===== config.mk =====
export PLATFORM = sky130hd
export DESIGN_NAME = coef_pingpong
export DESIGN_NICKNAME = d
export VERILOG_FILES = /design/src/rtl/coef_pingpong.sv
export SDC_FILE = /design/constraint.sdc
export NUM_CORES = 1
export LEC_CHECK = 0
export CAP_MARGIN = 20
export CORE_ASPECT_RATIO = 1.5
export CORE_UTILIZATION = 65
export CTS_BUF_LIST = sky130_fd_sc_hd__clkbuf_16
export CTS_CLUSTER_SIZE = 40
export DETAILED_ROUTE_END_ITERATION = 10
export DONT_BUFFER_PORTS = 1
export HOLD_SLACK_MARGIN = 0.02
export PLACE_DENSITY_LB_ADDON = 0.05
export SYNTH_ARGS = -nofsm -noshare
export SYNTH_HDL_FRONTEND = slang
export SYNTH_SLANG_ARGS = --single-unit
export TNS_END_PERCENT = 100

===== constraint.sdc =====
create_clock -name clk -period 5.3 [get_ports clk]
set_clock_uncertainty 0.05 [all_clocks]
set_input_delay 0.53 -clock clk [delete_from_list [all_inputs] [get_ports clk]]
set_output_delay 0.53 -clock clk [all_outputs]
set_load 0.01 [all_outputs]

===== src/rtl/coef_pingpong.sv =====
module coef_pingpong #(
  parameter int CW        = 24,
  parameter int DEPTH     = 16,
  parameter int SWAP_PAGE = 44,
  parameter int SWAP_REG  = 1,
  localparam int AW = $clog2(DEPTH)
) (
  input  logic          clk,
  input  logic          rst_n,
  input  logic          frame_end,
  input  logic [AW-1:0] rd_addr,
  output logic [CW-1:0] rd_data,
  input  logic          coef_we,
  input  logic          coef_mirror,
  input  logic [AW-1:0] coef_addr,
  input  logic [CW-1:0] coef_wdata,
  input  logic          reg_we,
  input  logic [7:0]    reg_page,
  input  logic [7:0]    reg_addr,
  input  logic [7:0]    reg_wdata,
  output logic [7:0]    reg_rdata
);

  logic [CW-1:0] bank_a [DEPTH];
  logic [CW-1:0] bank_b [DEPTH];
  logic          live_b;
  logic          req_q;

  wire ctl_sel  = (reg_page == 8'(SWAP_PAGE)) && (reg_addr == 8'(SWAP_REG));
  wire ctl_wr   = reg_we && ctl_sel;
  wire do_swap  = frame_end && req_q;

  assign reg_rdata = ctl_sel ? {6'd0, live_b, req_q} : 8'd0;

  always_ff @(posedge clk or negedge rst_n) begin
    if (!rst_n) begin
      live_b <= 1'b0;
      req_q  <= 1'b0;
    end else begin
      if (do_swap) live_b <= ~live_b;
      if (ctl_wr)       req_q <= reg_wdata[0];
      else if (do_swap) req_q <= 1'b0;
    end
  end

  always_ff @(posedge clk) begin
    if (coef_we && (coef_mirror || live_b))  bank_a[coef_addr] <= coef_wdata;
    if (coef_we && (coef_mirror || !live_b)) bank_b[coef_addr] <= coef_wdata;
    rd_data <= live_b ? bank_b[rd_addr] : bank_a[rd_addr];
  end

endmodule



==> results of run 1 <==
Yosys cell counts (all sizes together) (29+ instances only):
cell,count,area (um^2)
a21oi,72,360
a22o,48,420
a22oi,72,541
buf,77,552
clkbuf,29,109
edfxtp,768,23100
mux2i,384,3840
nand2,77,289
nand3,74,370
nor2,37,139
sequential cells by signal, summed over array words and instances (netlist names):
register and cells:
bank_a 384, bank_b 384, live_b 1, rd_data 24, req_q 1
what timing repair did:
item,in CTS,in global routing
endpoints found under the hold margin,772,0
hold buffers,27,0
gates resized for setup,0,0
final timing paths:
path / startpoint / slack, ps / end
worst max-delay path: rd_addr[0] / 2910 / rd_data[12]
worst min-delay path: rst_n / 110 / live_b
worst max register to register: live_b / 3010 / rd_data[9]
worst min register to register: req_q / 500 / live_b
max in group asynchronous: rst_n / 4960 / req_q
min in group clk: frame_end / 140 / req_q
stage by stage:
stage	hold slack, ps	instances
floorplan	184	1745
global placement	184	2275
detailed placement	184	2275
CTS	91.2	2419
global route	111	2431
finish	113	2433
routing by layer:
layer	vias up	part of all wire
li1	6936	-
met1	8074	0.40
met2	465	0.52
met3	107	0.053
met4	2	0.027
met5	-	0.00020
cells by family (layout without fill, tap and decap cells):
logic type	Yosys count	in the layout	synth area share
buffers and inverters	110	202	0.0220
muxes	385	385	0.126
xor gates and xnor gates	1	1	0.000286
and+or+nand+nor	229	229	0.0337
DFF	794	794	0.769
other	1	8	0.000122
AOI/OAI and AO/OA	220	220	0.0489
report_power, final:
part | switching [W] | internal, W
Combinational | 0.000386 | 0.000239
Clock | 0.00209 | 0.00262
Sequential | 0.0000617 | 0.00699
cell type report:
| type | count | area, um^2 |
|---|---|---|
| clock inverter | 44 | 256 |
| antenna | 2 | 5.00 |
| multi-input combinational | 841 | 6530 |
| clock buffer | 73 | 1830 |
| fill | 2875 | 12700 |
| inverter | 4 | 15.0 |
| tap | 594 | 743 |
| sequential | 794 | 23600 |
| timing repair buffer | 81 | 955 |
==> summary.md, run 1 <==
| Metric | Value |
|---|---|
| Final period util | 0.450 |
| Worst skew pair latency | 590 ps |
| Vias in the first global route | about 16k |
| Layout cells sized above 1 | 0.101 |
| Longest Clk Path Bufs | 3 |
| Worst reg2reg path depth | 4 |
| Pre-CTS setup slack | around 2300 ps |
| Die H | approximately 270 um |
| Final setup violation count | 0 |
| Max-slew headroom | 0.226 |
| Pleak | ~12 nW |
| Initial Utilization | 0.658 |
| Netlist Area Pre-Place | just over 0.03 mm^2 |
| H-tree depth | 3 |
| CP required | 5680 ps |
| Cells after Synth | 1740 |
| Tot GR Track Use | 0.277 |
| Max-cap violations | 0 |
| Fmax | 419 MHz |
| RSZ-0062 raised after global routing | no |
| Status | finished, final reports clean |
| Commonest cells after routing, fill and taps aside | 768 x edfxtp_1, 384 x mux2i_1, 77 x nand2_1 |
| #FFs+latches synth | between 700 and 800 |
| Grt total ovfl | 0 |
| Met1 usage | 0.371 |
| Final Max Tran Viols | 0 |
| Slowest CP cell | nor2b_4 |
| TritonCTS Sinks | just under 800 |
| Sequential cell area fraction in the yosys report | 0.769 |
| Setup CP Type | in2reg |
| Routed via count | roughly 16k |
| Io pins | 94 |
| Worst Path Arrival | approximately 2800 ps |
| Total power | around 0.012 W |
| Measured slew at the worst slew-check pin | roughly 1200 ps |
| Vias per cell | between 6 and 7 |
| Layout Area Growth over Synthesis | 10.6% |
| Detail Route Antenna Nets | 0 |
| DIE WIDTH | ~180 um |
| Post-synth EDFFs | about 770 |
| Asr flop ratio synth | 0.00252 |
| PD cells | around 370 mW/mm^2 |
| CP Capture Type | flip-flop |
| YS warnings | 0 |
| Die Footprint | about 0.048 mm^2 |
| Met2 usage | 0.474 |
| CP peak stage delay | 770 ps |
| Crit path depth | 6 |
| Clock slew at reported path FFs | ~70 ps |
| Iter 0 DRT Violations | ~1.5k |
| Clock period minus worst slack | 2390 ps |
| Initial antenna violation count | 2 |
| Core region area | roughly 0.047 mm^2 |
| Setup TNS | 0 ps |
| Placement Rows | 97 |
| Commonest non-fill, non-tap cell in the layout | edfxtp_1 |
| Crit Path Max Fanout | 46 |
| Layout Utilization | 0.728 |
| Port bufs | 0 |
| Worst Setup Start Kind | input port |
| Residual DRC | 0 |
| Largest net degree at the start of global routing | ~390 |
| GRT busiest layer | met2 |
| Pre-antenna DRT Iters | 7 |
| Final instance area | between 0.03 and 0.04 mm^2 |
| Wire length per cell | between 20 and 30 um |
| VDD IR-drop max | 0.312 mV |
| Post-detail-place hpwl | roughly 33 mm |
| Synth Flop Type | edfxtp_1 |
| Endpoints failing hold | 0 |
| Syn Area/Cell | approximately 18 um^2 |
| Routability cong. | about 0.75 |
| Drt total wl | 64.9 mm |
| Hold/Removal Path Class | in2async |
| CTS buffer count | 70 |
| Critical path, cell by cell | nor2b_4 > buf_4 > a22o_1 > nor3_1 > a31oi_1 > nand3_1 |
| Distinct cells, synth | 33 |
| Met3 GRT Util | 0.0310 |
| Post-CTS setup buffers | 0 |
| Placed Area | ~0.031 mm^2 |
| Root Buffer | clkbuf_16 |
| Final net count | 1854 |
| Worst Setup Slack, final | 2910 ps |
| First-pass GRT wire length | about 95 mm |
| Crit-path leading delay family | simple AND/OR/NAND/NOR gates |
| Buf/Inv on CP | 1 |
| CTS tree | built |
(Power assumes the default switching activity.)
==> run 2, diff against run 1 <==
--- a/config.mk
+++ b/config.mk
@@ -7,7 +7,7 @@
 export LEC_CHECK = 0
 export CAP_MARGIN = 20
 export CORE_ASPECT_RATIO = 1.5
-export CORE_UTILIZATION = 65
+export CORE_UTILIZATION = 57
 export CTS_BUF_LIST = sky130_fd_sc_hd__clkbuf_16
 export CTS_CLUSTER_SIZE = 40
 export DETAILED_ROUTE_END_ITERATION = 10
==> constraint.sdc (replaced) <==
create_clock -name clk -period 2.1 [get_ports clk]
set_clock_uncertainty 0.05 [all_clocks]
set_input_delay 0.21 -clock clk [delete_from_list [all_inputs] [get_ports clk]]
set_output_delay 0.21 -clock clk [all_outputs]
set_load 0.01 [all_outputs]
==> run 2 against run 1 <==
  * Sequential power rose to 2.5 times the previous value
  * Worst setup slack lost 2800 ps
  * Register-to-register slack lost 2900 ps
  * Flip-flop and latch count stayed put
  * Non-clock buffer count increased by 45
  * Total power rose to 2.6 times the previous value
  * Combinational power rose to 2.9 times the previous value
  * Core utilization decreased by 5.9 points
  * Die area increased by 14%
  * Cell count up 6.0%
  * Routed wire length is 3.6% higher
  * Sequential share of layout area decreased by 2.8 points
  * Critical path type is now reg2reg
==> summary.md, run 2 (synthesis gave the netlist of run 1 again) <==
| Metric | Value |
|---|---|
| Buf/Inv on CP | 1 |
| Core region area | between 0.05 and 0.06 mm^2 |
| H-tree depth | 3 |
| RSZ-0062 raised after global routing | no |
| Resize count post-CTS | 0 |
| Reg power frac | 0.549 |
| VDD IR-drop max | roughly 0.70 mV |
| Longest Clk Path Bufs | 3 |
| Vias in the first global route | between 15k and 20k |
| Status | finished, final reports clean |
| Sw Pwr | approximately 0.0067 W |
| Iter 0 DRT Violations | around 980 |
| Hold/Removal Path Class | in2reg |
| Total power | between 0.03 and 0.04 W |
| Tot GR Track Use | 0.252 |
| Post-detail-place hpwl | 35.4 mm |
| Clock period minus worst slack | about 2000 ps |
| Filler Cell Count | about 3.6k |
| Max-slew headroom | 0.281 |
| Die H | ~290 um |
| Reg-to-Reg Start | live_b |
| Initial Utilization | 0.580 |
| PD cells | 916 mW/mm^2 |
| Largest regs | bank_a (384), bank_b (384), rd_data (24) |
| Routed via count | around 16k |
| Layout Area Growth over Synthesis | 15.2% |
| Crit path from | live_b |
| Critical path, cell by cell | o211ai_1 > nor2_4 > buf_12 |
| Root Buffer | clkbuf_16 |
| TritonCTS Sinks | between 700 and 800 |
| Commonest cells after routing, fill and taps aside | 768 x edfxtp_1, 384 x mux2i_1, 79 x clkbuf_16 |
| Final Max Tran Viols | 0 |
| Flip-flop and latch area | between 0.02 and 0.025 mm^2 |
| Final net count | 1902 |
| Io pins | 94 |
| Clock slew at reported path FFs | roughly 60 ps |
| Port bufs | 0 |
| Pleak | about 12 nW |
| Vias per cell | a little over 6 |
| Switching Share | 0.208 |
| Initial antenna violation count | 0 |
| Layout cells sized above 1 | 0.119 |
| First-pass GRT wire length | around 100 mm |
| Residual DRC | 0 |
| Crit-path leading delay family | compound AO/OA/AOI/OAI gates |
| CP peak stage delay | 910 ps |
| Worst Setup Start Kind | flip-flop |
| Setup CP Type | reg2reg |
| Worst skew pair latency | between 600 and 700 ps |
| CP required | between 2000 and 2500 ps |
| Grt total ovfl | 0 |
| Gate power share | 0.056 |
| Detail Route Antenna Nets | 0 |
| Post-CTS setup buffers | 0 |
| Setup TNS | 0 ps |
| Drt total wl | around 67 mm |
| Routability cong. | 0.798 |
| Hold Crit Start | rd_addr[0] |
| Final period util | 0.944 |
| Pre-antenna DRT Iters | 5 |
| DIE WIDTH | 191 um |
| Largest net degree at the start of global routing | between 300 and 400 |
| Worst Path Arrival | ~2300 ps |
| Die Footprint | 0.0548 mm^2 |
| CTS buffer count | 73 |
| Placement Rows | between 100 and 150 |
| CTS tree | built |
| Slowest CP cell | o211ai_1 |
| Fmax | roughly 500 MHz |
| Clock group share of total power | 0.395 |
| Pint | 0.0256 W |
| Post-CTS Hold Fix Bufs | ~50 |
| Area of the multi-input gates | around 0.0067 mm^2 |
| Endpoints failing hold | 0 |
| Max-cap violations | 0 |
| Commonest non-fill, non-tap cell in the layout | edfxtp_1 |
| Measured slew at the worst slew-check pin | approximately 1100 ps |
| Wire length per cell | between 20 and 30 um |
| Crit Path Max Fanout | 24 |
| CP Capture Type | flip-flop |
| Final setup violation count | 0 |
run 2: cell count changes in the layout (fill, tap and decap cells not counted), moves of 7 or more:
| cell | previous run | this run |
|---|---|---|
| buf_12 | 7 | 57 |
| buf_4 | 41 | 25 |
| clkinv_1 | 8 | 15 |
| dlygate4sd3_1 | 21 | 35 |
| nor2_2 | 32 | 4 |
| nor2_4 | 1 | 29 |
run 2: power groups by stage:
stage | Combinational (W) | Clock [W] | Sequential (W)
floorplan | 0.00107 | 0 | 0.0181
global placement | 0.00137 | 0 | 0.0181
detailed placement | 0.00138 | 0 | 0.0181
CTS | 0.00178 | 0.0130 | 0.0178
global route | 0.00192 | 0.0136 | 0.0178
finish | 0.00182 | 0.0128 | 0.0178
run 2: worst paths after layout:
| kind | endpoint | slack (ps) | cells after the start |
|---|---|---|---|
| worst max-delay path | bank_a[6][18] | 120 | 3 |
| worst min-delay path | rd_data[3] | 50 | 5 |
| worst max register to register | bank_a[6][18] | 120 | 3 |
| worst min register to register | live_b | 500 | 2 |
| max in group asynchronous | live_b | 1530 | 2 |
| min in group asynchronous | req_q | 350 | 2 |
run 2: metrics by stage:
step | setup WS [ps] | instances | hold slack (ps) | utilization | cell area [um^2]
floorplan | -191 | 1745 | -136 | - | 30700
global placement | 184 | 2388 | -136 | 0.609 | 32200
detailed placement | 141 | 2388 | -136 | 0.609 | 32200
CTS | 131 | 2569 | 20.2 | 0.665 | 35100
global route | 88.4 | 2577 | 48.3 | 0.669 | 35300
finish | 118 | 2579 | 47.5 | 0.669 | 35300
run 2: routing by layer:
layer	vias to the layer above	routed length (um)	global-route usage
li1	7065	-	-
met1	8124	27200	0.324
met2	409	34800	0.434
met3	108	3160	0.0313
met4	0	2050	0.0994
met5	-	0	0
run 2: tightest hold or removal path: stages:
cell	delay, ps
nor2_4	30
buf_12	150
nand2_1	60
a31oi_1	100
nand3_1	100
run 2: area by class of cell:
cell class	count	area share
antenna	2	0.000142
tap	682	0.0242
inverter	4	0.000425
multi-input combinational	841	0.189
clock buffer	79	0.0560
timing repair buffer	126	0.0535
sequential	794	0.668
clock inverter	51	0.00935
